`src/rtl/sertx_pkg.sv`:
```
package sertx_pkg;
  parameter int SERTX_DW = 8;

  typedef enum logic [2:0] {
    FK_NONE = 3'd0,
    FK_BRK  = 3'd1,
    FK_TRL  = 3'd2,
    FK_PRE  = 3'd3,
    FK_IDL  = 3'd4,
    FK_DAT  = 3'd5
  } frame_kind_t;
endpackage

```
`src/rtl/sertx_holdbuf.sv`:
```
module sertx_holdbuf #(
  parameter int DATA_W = sertx_pkg::SERTX_DW
) (
  input  logic              clk,
  input  logic              rst_n,
  input  logic              wr_stb,
  input  logic [DATA_W-1:0] wr_data,
  input  logic              xfer,
  output logic [DATA_W-1:0] buf_data,
  output logic              buf_empty
);
  always_ff @(posedge clk or negedge rst_n) begin
    if (!rst_n) begin
      buf_data  <= '0;
      buf_empty <= 1'b1;
    end else begin
      if (xfer)   buf_empty <= 1'b1;
      if (wr_stb) begin
        buf_data  <= wr_data;
        buf_empty <= 1'b0;
      end
    end
  end

  AST_EMPTY_AFTER_XFER: assert property (@(posedge clk) disable iff (!rst_n)
    (xfer && !wr_stb) |=> buf_empty);
  AST_WRITE_FILLS: assert property (@(posedge clk) disable iff (!rst_n)
    wr_stb |=> !buf_empty);
endmodule

```
`src/rtl/sertx_ctrl.sv`:
```
module sertx_ctrl (
  input  logic                   clk,
  input  logic                   rst_n,
  input  logic                   mod_en,
  input  logic                   tx_en,
  input  logic                   brk_req,
  input  logic                   baud_tick,
  input  logic                   busy,
  input  logic                   last_bit,
  input  logic                   buf_empty,
  output logic                   frame_load,
  output sertx_pkg::frame_kind_t frame_kind,
  output logic                   xfer,
  output logic                   pend_any
);
  import sertx_pkg::*;

  logic te_q, pre_pend, idle_q, brk_owe;
  logic rise_evt, boundary, brk_now;

  assign rise_evt = mod_en & tx_en & ~te_q;
  assign boundary = baud_tick & (~busy | last_bit);
  assign brk_now  = brk_req & te_q;

  always_comb begin
    frame_kind = FK_NONE;
    if (brk_now)                  frame_kind = FK_BRK;
    else if (brk_owe)             frame_kind = FK_TRL;
    else if (te_q && pre_pend)    frame_kind = FK_PRE;
    else if (te_q && idle_q)      frame_kind = FK_IDL;
    else if (te_q && !buf_empty)  frame_kind = FK_DAT;
  end

  assign frame_load = boundary;
  assign xfer       = boundary && (frame_kind == FK_DAT);
  assign pend_any   = pre_pend | idle_q | brk_owe;

  always_ff @(posedge clk or negedge rst_n) begin
    if (!rst_n) begin
      te_q     <= 1'b0;
      pre_pend <= 1'b0;
      idle_q   <= 1'b0;
      brk_owe  <= 1'b0;
    end else begin
      if (mod_en) te_q <= tx_en;
      if (boundary) begin
        case (frame_kind)
          FK_BRK: begin pre_pend <= 1'b0; brk_owe <= 1'b1; end
          FK_TRL: brk_owe  <= 1'b0;
          FK_PRE: pre_pend <= 1'b0;
          FK_IDL: idle_q   <= 1'b0;
          default: ;
        endcase
      end
      if (rise_evt) begin
        if (busy) idle_q   <= 1'b1;
        else      pre_pend <= 1'b1;
      end
    end
  end

  AST_TE_FROZEN: assert property (@(posedge clk) disable iff (!rst_n)
    !mod_en |=> $stable(te_q));
  AST_BRK_DROPS_PRE: assert property (@(posedge clk) disable iff (!rst_n)
    (frame_load && frame_kind == FK_BRK) |=> !pre_pend);
  AST_START_ON_TICK: assert property (@(posedge clk) disable iff (!rst_n)
    (!busy && frame_load) |-> baud_tick);
endmodule

```
`src/rtl/sertx_shifter.sv`:
```
module sertx_shifter #(
  parameter int DATA_W = sertx_pkg::SERTX_DW
) (
  input  logic                   clk,
  input  logic                   rst_n,
  input  logic                   baud_tick,
  input  logic                   frame_load,
  input  sertx_pkg::frame_kind_t frame_kind,
  input  logic [DATA_W-1:0]      data,
  input  logic                   bit9,
  input  logic                   nine_bit,
  output logic                   txd,
  output logic                   busy,
  output logic                   last_bit
);
  import sertx_pkg::*;

  localparam int FW = DATA_W + 3;
  localparam int CW = $clog2(FW + 1);

  function automatic logic [CW-1:0] frame_len(frame_kind_t k, logic nine);
    if (k == FK_NONE) return '0;
    if (k == FK_TRL)  return CW'(1);
    return nine ? CW'(DATA_W + 3) : CW'(DATA_W + 2);
  endfunction

  function automatic logic [FW-1:0] frame_bits(frame_kind_t k, logic [DATA_W-1:0] d,
                                               logic b9, logic nine);
    logic [FW-1:0] v;
    v = '1;
    if (k == FK_BRK) v = '0;
    else if (k == FK_DAT) begin
      v[0]          = 1'b0;
      v[DATA_W:1]   = d;
      if (nine) v[DATA_W+1] = b9;
    end
    return v;
  endfunction

  logic [FW-1:0] sh_q;
  logic [CW-1:0] cnt_q;
  frame_kind_t   kind_q;

  assign busy     = (cnt_q != '0);
  assign last_bit = (cnt_q == CW'(1));
  assign txd      = busy ? sh_q[0] : 1'b1;

  always_ff @(posedge clk or negedge rst_n) begin
    if (!rst_n) begin
      sh_q   <= '1;
      cnt_q  <= '0;
      kind_q <= FK_NONE;
    end else if (frame_load) begin
      sh_q   <= frame_bits(frame_kind, data, bit9, nine_bit);
      cnt_q  <= frame_len(frame_kind, nine_bit);
      kind_q <= frame_kind;
    end else if (baud_tick && busy) begin
      sh_q  <= {1'b1, sh_q[FW-1:1]};
      cnt_q <= cnt_q - CW'(1);
    end
  end

  AST_BREAK_LOW: assert property (@(posedge clk) disable iff (!rst_n)
    (busy && kind_q == FK_BRK) |-> !txd);
  AST_FILLER_HIGH: assert property (@(posedge clk) disable iff (!rst_n)
    (busy && (kind_q == FK_PRE || kind_q == FK_IDL || kind_q == FK_TRL)) |-> txd);
  AST_HOLD_BETWEEN_TICKS: assert property (@(posedge clk) disable iff (!rst_n)
    (!baud_tick && !frame_load) |=> $stable(txd));
endmodule

```
`src/rtl/sertx_engine.sv`:
```
module sertx_engine #(
  parameter int DATA_W = sertx_pkg::SERTX_DW
) (
  input  logic              clk,
  input  logic              rst_n,
  input  logic              mod_en,
  input  logic              tx_en,
  input  logic              brk_req,
  input  logic              nine_bit,
  input  logic              bit9,
  input  logic              baud_tick,
  input  logic              wr_stb,
  input  logic [DATA_W-1:0] wr_data,
  output logic              txd,
  output logic              buf_empty,
  output logic              tx_done
);
  import sertx_pkg::*;

  logic              busy, last_bit, frame_load, xfer, pend_any;
  frame_kind_t       frame_kind;
  logic [DATA_W-1:0] buf_data;

  sertx_holdbuf #(.DATA_W(DATA_W)) u_buf (
    .clk(clk), .rst_n(rst_n), .wr_stb(wr_stb), .wr_data(wr_data),
    .xfer(xfer), .buf_data(buf_data), .buf_empty(buf_empty)
  );

  sertx_ctrl u_ctrl (
    .clk(clk), .rst_n(rst_n), .mod_en(mod_en), .tx_en(tx_en),
    .brk_req(brk_req), .baud_tick(baud_tick), .busy(busy),
    .last_bit(last_bit), .buf_empty(buf_empty), .frame_load(frame_load),
    .frame_kind(frame_kind), .xfer(xfer), .pend_any(pend_any)
  );

  sertx_shifter #(.DATA_W(DATA_W)) u_sh (
    .clk(clk), .rst_n(rst_n), .baud_tick(baud_tick), .frame_load(frame_load),
    .frame_kind(frame_kind), .data(buf_data), .bit9(bit9),
    .nine_bit(nine_bit), .txd(txd), .busy(busy), .last_bit(last_bit)
  );

  assign tx_done = ~busy & buf_empty & ~pend_any;

  AST_DONE_LINE_HIGH: assert property (@(posedge clk) disable iff (!rst_n)
    tx_done |-> txd);
endmodule

```
`config.mk`:
```
export PLATFORM = sky130hd
export DESIGN_NAME = sertx_engine
export DESIGN_NICKNAME = d
export VERILOG_FILES = /design/src/rtl/sertx_pkg.sv /design/src/rtl/sertx_holdbuf.sv /design/src/rtl/sertx_ctrl.sv /design/src/rtl/sertx_shifter.sv /design/src/rtl/sertx_engine.sv
export SDC_FILE = /design/constraint.sdc
export NUM_CORES = 1
export LEC_CHECK = 0
export BUFFER_PORTS_ARGS = -buffer_cell sky130_fd_sc_hd__buf_2
export CAP_MARGIN = 20
export CORE_MARGIN = 2
export CORE_UTILIZATION = 50
export DETAILED_ROUTE_END_ITERATION = 7
export HOLD_SLACK_MARGIN = 0.12
export PLACE_DENSITY = 0.74
export REMOVE_ABC_BUFFERS = 1
export SYNTH_ARGS = -nofsm -noshare
export SYNTH_HDL_FRONTEND = slang
export SYNTH_SLANG_ARGS = --single-unit
```
`constraint.sdc`:
```
create_clock -name clk -period 4.2 [get_ports clk]
set_clock_uncertainty 0.2 [all_clocks]
set_input_delay 0.84 -clock clk [delete_from_list [all_inputs] [get_ports clk]]
set_output_delay 0.84 -clock clk [all_outputs]
set_load 0.01 [all_outputs]
```
==> impl_metrics.csv, run 1 <==
group,metric,value,unit
outcome,outcome,"finished clean",
hold_path,hold_class,"primary input to asynchronous set/reset pin",
global_routing,grt.met2_usage,30.2,%
critical_path,path_cells,"nor2b_1 -> and4_1 -> buf_2",
clocking,cts_hold_buf,0,
finish,nets,175,
finish,area_growth,9.83,%
place,io_buffer_count,19,
synth,postSynthAreaPerCell,10.1,sq um
sta,max_freq,392,MHz
global_routing,use_met1,24.0,%
synth,synth_cell_types,38,
die,io-pin-count,20,
sta,relSlewSlack,35.0,%
critical_path,r2r_slack,1.94,ns
critical_path,critPathArrivalTime,1.51,ns
critical_path,slowest_delay,0.60,ns
synth,ys_async_sr_fraction,100,%
synth,synth.top_cells.by_count,"dfrtp_1 (16), nand2_1 (15), nor2_1 (13)",
finish,fill_cells,254,
critical_path,critical_path.max_fanout,6,
route,drc,0,
critical_path,crit_path_start,"u_buf.buf_empty",
synth,ys_seq_area_share,51.6,%
synth,yosysMostFrequentCell,"dfrtp_1",
sta,period_needed,2.55,ns
sta,drv_slew,0,
sta,tightest_slew,0.969,ns
synth,synth_top_area_share,28.9,%
route,vias_per_cell,5.70,
global_routing,grtUsageMet3,2.53,%
sta,holdWs,0.288,ns
clocking,ctsResizeCount,0,
global_routing,grt_pass1_wl,4620,um
die,die-height,56.7,um
global_routing,grt-busiest-layer,"met2",
route,routed_wirelength,2670,um
synth,synth_edf_count,0,
critical_path,startpoint_type,"flip-flop",
critical_path,crit_path_end_kind,"output port",
finish,antennaDiodeCount,0,
place,hpwl,1910,um
die,initial_core_util,51.7,%
power_and_ir_drop,p_leak,0.000650,uW
route,vias,1060,
critical_path,crit_buf_inv,1,
route,antenna_left,0,
route,drtIter0Drc,28,
critical_path,path_depth,3,
die,dieArea,0.00321,sq mm
clocking,clock_sinks,28,
critical_path,r2r-start,"u_sh.cnt_q[0]",
critical_path,rr_endpoint,"u_ctrl.brk_owe",
sta,setup_viol,0,
finish,multi_input_area,618,sq um
synth,syn_inst,138,
clocking,ctsHtreeMaxLevel,1,
critical_path,critical-path-top-delay-family,"flip-flops",
power_and_ir_drop,ir_drop,0.374,mV
flow_run,max-cap-violations,0,
global_routing,grt_pass1_vias,1025,
global_routing,grt_overflow,0,
synth,synth.area.top_cells,"dfrtp_1 (29%), dfstp_2 (23%), mux2_2 (6.5%), nand2_1 (4.1%), nor2_1 (3.5%)",
sta,timing.final.crit_share,60.7,%
clocking,cts_buffers,3,
clocking,tritoncts,"done",
clocking,clk_path_buf_depth,2,
sta,grt_setup_unrepaired,"no",
critical_path,rr_worst_depth,5,
route,wl_per_cell,14.4,um
die,die_x,56.7,um
critical_path,worst-setup-path-type,"flip-flop to output port",
route,first_pass_iters,4,
finish,seq_area,716,sq um
synth,yosysWarningCount,0,
clocking,cts_setup_buffers,0,
synth,yosysTopAreaCell,"dfrtp_1",
die,core_area,0.00269,sq mm
place,place_congestion,0.848,
global_routing,grt_max_degree,31,
sta,fin_tns_setup,0,ns
global_routing,antenna_found_initial,0,
synth,ys_seq_elements,28,
clocking,insertion_delay,0.33,ns
clocking,clkSlewWorstSetupHoldPaths,0.15,ns
power_and_ir_drop,p_per_area,561,mW/mm^2
critical_path,cp.required,3.16,ns
synth,synthesis.area,0.00139,sq mm
critical_path,crit_slowest_cell,"dfstp_2",
sta,hold_violations,0,
critical_path,critPathCapture,"tx_done",
die,rows,19,
synth,yosys_most_used_dff,"dfrtp_1",
finish,drive_above_1_share,31.0,%
global_routing,grt_usage,18.3,%
clocking,root_buffer,"clkbuf_4",
stage by stage:
stage | total power [uW] | instance area [sq um] | utilization [%] | worst slack (ns) | std cells
3_3_place_gp | 730 | 1500 | 55.8 | 2.01 | 182
5_1_grt | 923 | 1520 | 56.7 | 1.59 | 186
3_5_place_dp | 746 | 1500 | 55.8 | 1.96 | 182
2_1_floorplan | 656 | 1360 | - | 2.09 | 132
4_1_cts | 861 | 1520 | 56.7 | 1.64 | 186
6_report | 855 | 1520 | 56.7 | 1.65 | 186
per-layer routing:
| layer | vias to the layer above | wire (um) |
|---|---|---|
| met2 | 33 | 1290 |
| met1 | 493 | 1200 |
| met4 | 0 | 56 |
| met5 | - | 0 |
| met3 | 6 | 130 |
| li1 | 528 | - |
layout make-up:
class | instances | area share [%]
Clock buffer | 4 | 1.72
Inverter | 8 | 1.97
Multi-Input combinational cell | 96 | 40.6
Sequential cell | 28 | 47.0
Tap cell | 31 | 2.55
Timing Repair Buffer | 19 | 6.24
how the worst min path moves through the flow:
stage / end / slack (ns) / depth (start not counted)
detailed placement: u_sh.sh_q[4] / 0.27 / 2
global placement: u_sh.sh_q[6] / 0.27 / 2
global route: u_sh.sh_q[3] / 0.32 / 2
floorplan: u_sh.sh_q[3] / 0.26 / 2
finish: u_ctrl.pre_pend / 0.29 / 1
CTS: u_sh.sh_q[4] / 0.29 / 2
sequential cells by signal (all words and copies together), names as in the netlist:
signal           count
u_ctrl.idle_q        1
u_ctrl.brk_owe       1
u_buf.buf_empty      1
u_sh.cnt_q           4
u_buf.buf_data       8
u_ctrl.pre_pend      1
u_sh.sh_q           11
u_ctrl.te_q          1
placed cells by master, fill, tap and decap left out, drive strengths merged, types with 2 or more instances in the layout:
master / Yosys / final
nor3: 2 / 2
nor2b: 2 / 2
a21oi: 5 / 5
clkbuf: 4 / 4
o22ai: 3 / 3
dfrtp: 16 / 16
a31oi: 7 / 7
ha: 2 / 2
a32o: 2 / 2
nand2: 15 / 15
nor4: 2 / 2
a22o: 2 / 2
mux2: 8 / 8
nor2: 14 / 14
nand3: 7 / 7
dfstp: 12 / 12
inv: 8 / 8
a211oi: 2 / 2
buf: 2 / 19
o21ai: 9 / 9
nand2b: 2 / 2
worst reg2reg max path, cell delays in order, from the launching register on:
cell and delay [ns]:
dfrtp_1 0.44, inv_1 0.08, ha_1 0.26, o21ai_1 0.78
nor2_1 0.17, a22o_1 0.23
where the power goes:
group | switching (uW) | leakage (uW) | internal (uW)
Combinational | 171 | 0.000321 | 120
Sequential | 69.3 | 0.000315 | 382
Clock | 75.9 | 0.0000150 | 37.2
Total | 316 | 0.000650 | 539
kinds of logic (layout without fill, tap and decap cells):
logic type | Yosys count | count (layout) | synth area share [%]
AND/OR/NAND/NOR | 49 | 49 | 18.5
AO/OA/AOI/OAI | 37 | 37 | 17.8
flip-flops | 28 | 28 | 51.6
buffers and inverters | 14 | 31 | 3.88
multiplexers | 8 | 8 | 6.49
adder cells (fa/ha/maj) | 2 | 2 | 1.80
Note: power is estimated with default switching activity, not from simulation.
==> inputs of run 2 (changes only) <==
--- a/config.mk
+++ b/config.mk
@@ -5,13 +5,14 @@
 export SDC_FILE = /design/constraint.sdc
 export NUM_CORES = 1
 export LEC_CHECK = 0
+export ABC_AREA = 1
 export BUFFER_PORTS_ARGS = -buffer_cell sky130_fd_sc_hd__buf_2
 export CAP_MARGIN = 20
 export CORE_MARGIN = 2
 export CORE_UTILIZATION = 50
 export DETAILED_ROUTE_END_ITERATION = 7
 export HOLD_SLACK_MARGIN = 0.12
-export PLACE_DENSITY = 0.74
+export PLACE_DENSITY = 0.76
 export REMOVE_ABC_BUFFERS = 1
 export SYNTH_ARGS = -nofsm -noshare
 export SYNTH_HDL_FRONTEND = slang
==> constraint.sdc (replaced) <==
create_clock -name clk -period 2.3 [get_ports clk]
set_clock_uncertainty 0.2 [all_clocks]
set_input_delay 0.46 -clock clk [delete_from_list [all_inputs] [get_ports clk]]
set_output_delay 0.46 -clock clk [all_outputs]
set_load 0.01 [all_outputs]
==> run 2 against run 1 <==
  * Register-to-register slack got worse by 1.5 ns
  * First-iteration DRC count up 75%
  * Non-clock buffer count is 5 higher
  * Final area increased by 13%
  * Setup slack got worse by 1.6 ns
  * Sequential cell count is the same
  * Critical path depth up 3
  * Sequential power grew 79%
  * Synthesized cell count up 28%
  * Critical path type unchanged
  * Critical endpoint is now txd
  * Area after synthesis grew 8.8%
  * Clock-buffer cell count is 1 lower
==> impl_metrics.csv, run 2 <==
group,metric,value,unit
global_routing,grt_pass1_vias,1181,
clocking,root_buffer,"clkbuf_4",
die,core_area,0.00281,sq mm
sta,timing.final.crit_share,95.8,%
critical_path,slowest_delay,0.40,ns
power_and_ir_drop,ir_drop,0.489,mV
finish,layout_commonest_cell,"nand2_1",
clocking,insertion_delay,0.33,ns
critical_path,critPathArrivalTime,1.54,ns
place,io_buffer_count,19,
place,dp.cells,223,
sta,grt_setup_unrepaired,"no",
route,wl_per_cell,12.5,um
synth,yosysTopAreaCell,"dfrtp_1",
synth,synth.top_cells.by_count,"nand2_1 (35), nor2_1 (32), inv_1 (19)",
synth,yosysMostFrequentCell,"nand2_1",
power_and_ir_drop,p_sw_share,37.1,%
synth,yosys_most_used_dff,"dfrtp_1",
finish,seq_area,716,sq um
route,vias_per_cell,5.31,
sta,relSlewSlack,59.4,%
hold_path,holdCritStartpoint,"wr_data[2]",
finish,drive_above_1_share,30.8,%
route,antenna_left,0,
flow_run,max-cap-violations,0,
sta,tightest_slew,0.608,ns
synth,synth_cell_types,29,
clocking,clkSlewWorstSetupHoldPaths,0.15,ns
sta,drv_slew,0,
finish,final_cell_mix,"nand2_1 (35), nor2_1 (32), buf_2 (19)",
global_routing,grt_max_degree,29,
power_and_ir_drop,intPower,1150,uW
power_and_ir_drop,seqPwrFrac,44.2,%
finish,largest-register,"u_sh.sh_q",
critical_path,startpoint_type,"flip-flop",
critical_path,worst-setup-path-type,"flip-flop to output port",
route,wl_met1,1290,um
critical_path,path_cells,"inv_2 -> ha_2 -> nand2_1 -> inv_1 -> or2_2 -> buf_2",
sta,holdWs,0.142,ns
hold_path,hold_class,"primary input to flip-flop",
outcome,outcome,"finished clean",
global_routing,grt_usage,18.6,%
finish,nets,221,
clocking,ctsHtreeMaxLevel,1,
sta,max_freq,454,MHz
die,die_x,59.0,um
power_and_ir_drop,clockPowerShare,17.5,%
critical_path,critical_path.max_fanout,5,
die,io-pin-count,20,
finish,antennaDiodeCount,0,
power_and_ir_drop,p_per_area,1060,mW/mm^2
route,drc,0,
power_and_ir_drop,p_leak,0.000868,uW
sta,hold_violations,0,
global_routing,grt_overflow,0,
finish,area_growth,13.8,%
global_routing,grt_pass1_wl,4920,um
finish,fill_cells,255,
sta,setup_viol,0,
synth,synth.area.top_cells,"dfrtp_1 (27%), dfstp_2 (21%), nand2_1 (8.7%), nor2_1 (8.0%), inv_1 (4.7%)",
clocking,tritoncts,"done",
synth,synth_top_area_share,26.5,%
critical_path,crit_path_end_kind,"output port",
sta,fin_tns_setup,0,ns
die,initial_core_util,53.8,%
route,vias,1232,
sta,period_needed,2.20,ns
route,routed.top_layer,"met4",
synth,ys_seq_elements,28,
clocking,clock_sinks,28,
clocking,cts_buffers,3,
power_and_ir_drop,power.switching,677,uW
critical_path,crit_path_start,"u_sh.cnt_q[0]",
critical_path,crit_slowest_cell,"dfrtp_1",
synth,ys_seq_area_share,47.4,%
synth,postSynthAreaPerCell,8.53,sq um
finish,multi_input_area,691,sq um
die,die-height,59.0,um
synth,synth_edf_count,0,
die,rows,19,
finish,utilization,61.3,%
clocking,clk_path_buf_depth,2,
finish,instances_no_fill,232,
finish,top_regs,"u_sh.sh_q: 11 flops, u_buf.buf_data: 8 flops, u_sh.cnt_q: 4 flops",
place,hpwl,2190,um
finish,largest_register_ff_count,11,
synth,ys_async_sr_fraction,100,%
die,dieArea,0.00348,sq mm
critical_path,r2r-start,"u_sh.cnt_q[1]",
synth,syn_inst,177,
route,routed_wirelength,2900,um
route,drtIter0Drc,49,
power_and_ir_drop,combPwrFrac,38.2,%
route,dr_wl_met2,1430,um
route,met3_wirelength,119,um
synth,synthesis.area,0.00151,sq mm
route,first_pass_iters,4,
critical_path,cp.required,1.64,ns
synth,yosysWarningCount,0,
global_routing,antenna_found_initial,0,
place,place_congestion,0.935,
[run 2: cell types whose count changed after synthesis, sizes merged, moves of 3 or more]
| cell | delta |
|---|---|
| nand2 | +27 |
| nor2 | +22 |
| inv | +13 |
| nand3 | +7 |
| a31oi | -5 |
| clkbuf | -3 |
[run 2: stage by stage]
| stage | total power, uW | cell area, sq um | worst slack, ns |
|---|---|---|---|
| final | 1830 | 1720 | 0.0964 |
| after detailed placement | 1500 | 1620 | 0.421 |
| after floorplan | 1330 | 1480 | 0.597 |
| after CTS | 1830 | 1710 | 0.0232 |
| after global placement | 1460 | 1620 | 0.464 |
| after global routing | 1970 | 1720 | 0.00591 |
[run 2: power groups by stage]
stage | Sequential, uW | Clock (uW) | Combinational [uW]
after floorplan | 785 | 0 | 546
after global placement | 806 | 0 | 657
after detailed placement | 816 | 0 | 679
after CTS | 806 | 332 | 687
after global routing | 825 | 341 | 809
final | 809 | 321 | 699
[run 2: logic make-up (layout without fill, tap and decap cells)]
family	after synthesis	after routing	share of synthesized area, %
DFF	28	28	47.4
buffers and inverters	25	49	7.04
AOI/OAI and AO/OA	19	19	7.29
muxes	6	6	4.47
xor gates and xnor gates	1	1	0.580
adders and majority gates	2	2	1.66
and+or+nand+nor	96	96	31.6
[run 2: area by class of cell]
class	instances	area share, %
clock buffers	3	1.31
clock inverters	1	1.75
inverters	21	4.59
multi-input cells	124	40.2
flip-flops and latches	28	41.6
well taps	31	2.26
repair buffers	24	8.30
[run 2: worst paths after layout]
check                                    end  slack, ns  depth (start not counted)
setup / recovery                         txd        0.1                          6
hold / removal             u_buf.buf_data[2]       0.14                          3
setup reg to reg                u_sh.sh_q[1]       0.49                         10
hold reg to reg                 u_sh.sh_q[2]       0.30                          2
max in group asynchronous  u_buf.buf_data[3]       1.05                          2
min in group asynchronous  u_buf.buf_data[7]       0.44                          2
[run 2: what timing repair did]
| item | 4_1_cts | 5_1_grt |
|---|---|---|
| endpoints found under the setup margin | 0 | 1 |
| gates resized for setup | 0 | 2 |
| hold endpoints to repair | 18 | 0 |
| hold buffers | 4 | 0 |
| buffers inserted | 0 | 1 |
[run 2: critical path, delay by kind of cell (launching register included)]
| family | cells | cell delay [ns] |
|---|---|---|
| buf+inv | 3 | 0.26 |
| simple gates | 2 | 0.36 |
| flops | 1 | 0.40 |
| fa+ha+maj | 1 | 0.19 |
[run 2: layer usage]
layer,global-route usage [%],up-vias
li1,-,610
met1,22.6,578
met2,32.7,38
met3,2.86,6
met4,8.12,0
met5,0,-
==> inputs of run 3 (changes only) <==
--- a/config.mk
+++ b/config.mk
@@ -6,7 +6,7 @@
 export NUM_CORES = 1
 export LEC_CHECK = 0
 export ABC_AREA = 1
-export BUFFER_PORTS_ARGS = -buffer_cell sky130_fd_sc_hd__buf_2
+export BUFFER_PORTS_ARGS = -buffer_cell sky130_fd_sc_hd__buf_4
 export CAP_MARGIN = 20
 export CORE_MARGIN = 2
 export CORE_UTILIZATION = 50
==> run 3 against run 2 <==
  * Sequential power barely moved
  * Clock power rose by 4%
  * Setup slack got worse by 0.0072 ns
  * Combinational power rose by 6.7%
  * Critical path depth did not move
  * Sequential cell count did not move
  * Via count fell by 0.24%
  * Register-to-register slack got worse by 0.07 ns
  * Core utilization rose by 1.7 points
  * Sequential share of layout area fell by 1.1 points
  * Largest cell class unchanged
  * Largest power group unchanged
==> impl_metrics.csv, run 3 (same netlist as run 2, synthesis figures left out) <==
group,metric,value,unit
clocking,insertion_delay,0.35,ns
sta,hold_violations,0,
route,drtIter0Drc,61,
finish,drive_above_1_share,31.8,%
finish,final_cell_mix,"nand2_1 (34), nor2_1 (32), buf_4 (21)",
critical_path,critical_path.max_fanout,5,
route,vias,1229,
sta,fin_tns_setup,0,ns
finish,seq_area,716,sq um
clocking,root_buffer,"clkbuf_4",
die,io-pin-count,20,
clocking,clock_sinks,28,
critical_path,crit_path_end_kind,"output port",
critical_path,critPathArrivalTime,1.55,ns
global_routing,grt_pass1_vias,1337,
power_and_ir_drop,p_leak,0.000883,uW
finish,largest-register,"u_sh.sh_q",
finish,top_regs,"u_sh.sh_q: 11 flops, u_buf.buf_data: 8 flops, u_sh.cnt_q: 4 flops",
outcome,outcome,"finished clean",
critical_path,cp.required,1.64,ns
clocking,tritoncts,"done",
sta,tightest_slew,0.363,ns
power_and_ir_drop,ir_drop,0.441,mV
finish,antennaDiodeCount,0,
route,first_pass_iters,4,
clocking,clkSlewWorstSetupHoldPaths,0.16,ns
global_routing,grt_overflow,0,
place,io_buffer_count,19,
die,die-height,59.0,um
flow_run,max-cap-violations,0,
die,die_x,59.0,um
clocking,cts_buffers,3,
critical_path,startpoint_type,"flip-flop",
critical_path,critPathCapture,"txd",
finish,nets,221,
finish,area_growth,17.0,%
route,drc,0,
critical_path,worst-setup-path-type,"flip-flop to output port",
die,initial_core_util,53.8,%
sta,period_needed,2.21,ns
die,core_area,0.00281,sq mm
critical_path,rr_endpoint,"u_sh.sh_q[1]",
global_routing,grt_usage,21.3,%
finish,fill_cells,261,
die,rows,19,
sta,setup_viol,0,
sta,relSlewSlack,75.8,%
place,hpwl,2340,um
hold_path,hold_class,"primary input to flip-flop",
power_and_ir_drop,p_per_area,1070,mW/mm^2
critical_path,r2r_slack,0.42,ns
route,antenna_left,0,
sta,holdWs,0.110,ns
power_and_ir_drop,total_power,1890,uW
sta,drv_slew,0,
place,dp.cells,223,
global_routing,grt_max_degree,29,
finish,layout_commonest_cell,"nand2_1",
finish,utilization,63.0,%
sta,max_freq,452,MHz
critical_path,crit_path_start,"u_sh.cnt_q[0]",
clocking,clk_path_buf_depth,2,
route,wl_per_cell,13.8,um
critical_path,r2r-start,"u_sh.cnt_q[0]",
global_routing,grt_pass1_wl,5690,um
sta,timing.final.crit_share,96.1,%
finish,largest_register_ff_count,11,
route,vias_per_cell,5.30,
place,place_congestion,0.931,
global_routing,antenna_found_initial,0,
die,dieArea,0.00348,sq mm
clocking,ctsHtreeMaxLevel,1,
finish,multi_input_area,693,sq um
critical_path,rr_worst_depth,10,
finish,instances_no_fill,232,
route,routed_wirelength,3210,um
==> run 3: changes by cell type in the layout (fill, tap and decap cells not counted), sizes merged <==
| cell | change |
|---|---|
| dlygate4sd3 | -1 |
| buf | +1 |
==> run 3: routing by layer <==
metal	share of wire [%]	GRT usage, %
met1	42	27.0
met2	52	39.0
met3	4.7	1.98
met4	1.2	5.19
met5	0	0
==> run 3: cell type report <==
cell class | instances | share of cell area (%)
Inverter | 21 | 4.46
Sequential cell | 28 | 40.5
Tap cell | 31 | 2.20
Clock inverter | 1 | 1.70
Clock buffer | 3 | 1.27
Multi-Input combinational cell | 124 | 39.2
Timing Repair Buffer | 24 | 10.6
==> run 3: worst max-delay path, cell delays in order (launching register included) <==
cell and delay [ns]:
dfrtp_1 0.38, inv_1 0.09, ha_2 0.22, nand2_2 0.08
inv_1 0.05, or2_2 0.26, buf_4 0.14
==> run 3: timing repair <==
item	4_1_cts	5_1_grt
gates resized for setup	0	3
hold endpoints to repair	30	0
setup buffers	0	2
hold buffers	3	0
setup endpoints to repair	0	1
==> run 3: worst min path at each step <==
stage	from	end	slack (ns)	cells after the start
2_1_floorplan	rst_n	u_buf.buf_data[0]	-0.04	0
3_3_place_gp	rst_n	u_buf.buf_data[6]	0.19	1
3_5_place_dp	rst_n	u_buf.buf_data[6]	0.20	1
4_1_cts	wr_data[2]	u_buf.buf_data[2]	0.12	3
5_1_grt	wr_data[7]	u_buf.buf_data[7]	0.13	2
6_report	wr_data[2]	u_buf.buf_data[2]	0.11	3
==> run 3: report_power, final <==
| part | internal, uW | switching (uW) |
|---|---|---|
| registers | 703 | 107 |
| clock network | 176 | 157 |
| logic | 295 | 452 |
==> run 3: stage by stage <==
stage / cell area, sq um / worst slack, ns
detailed placement: 1660 / 0.406
CTS: 1750 / 0.0216
global route: 1770 / -0.00622
finish: 1770 / 0.0893
floorplan: 1480 / 0.597
global placement: 1660 / 0.459
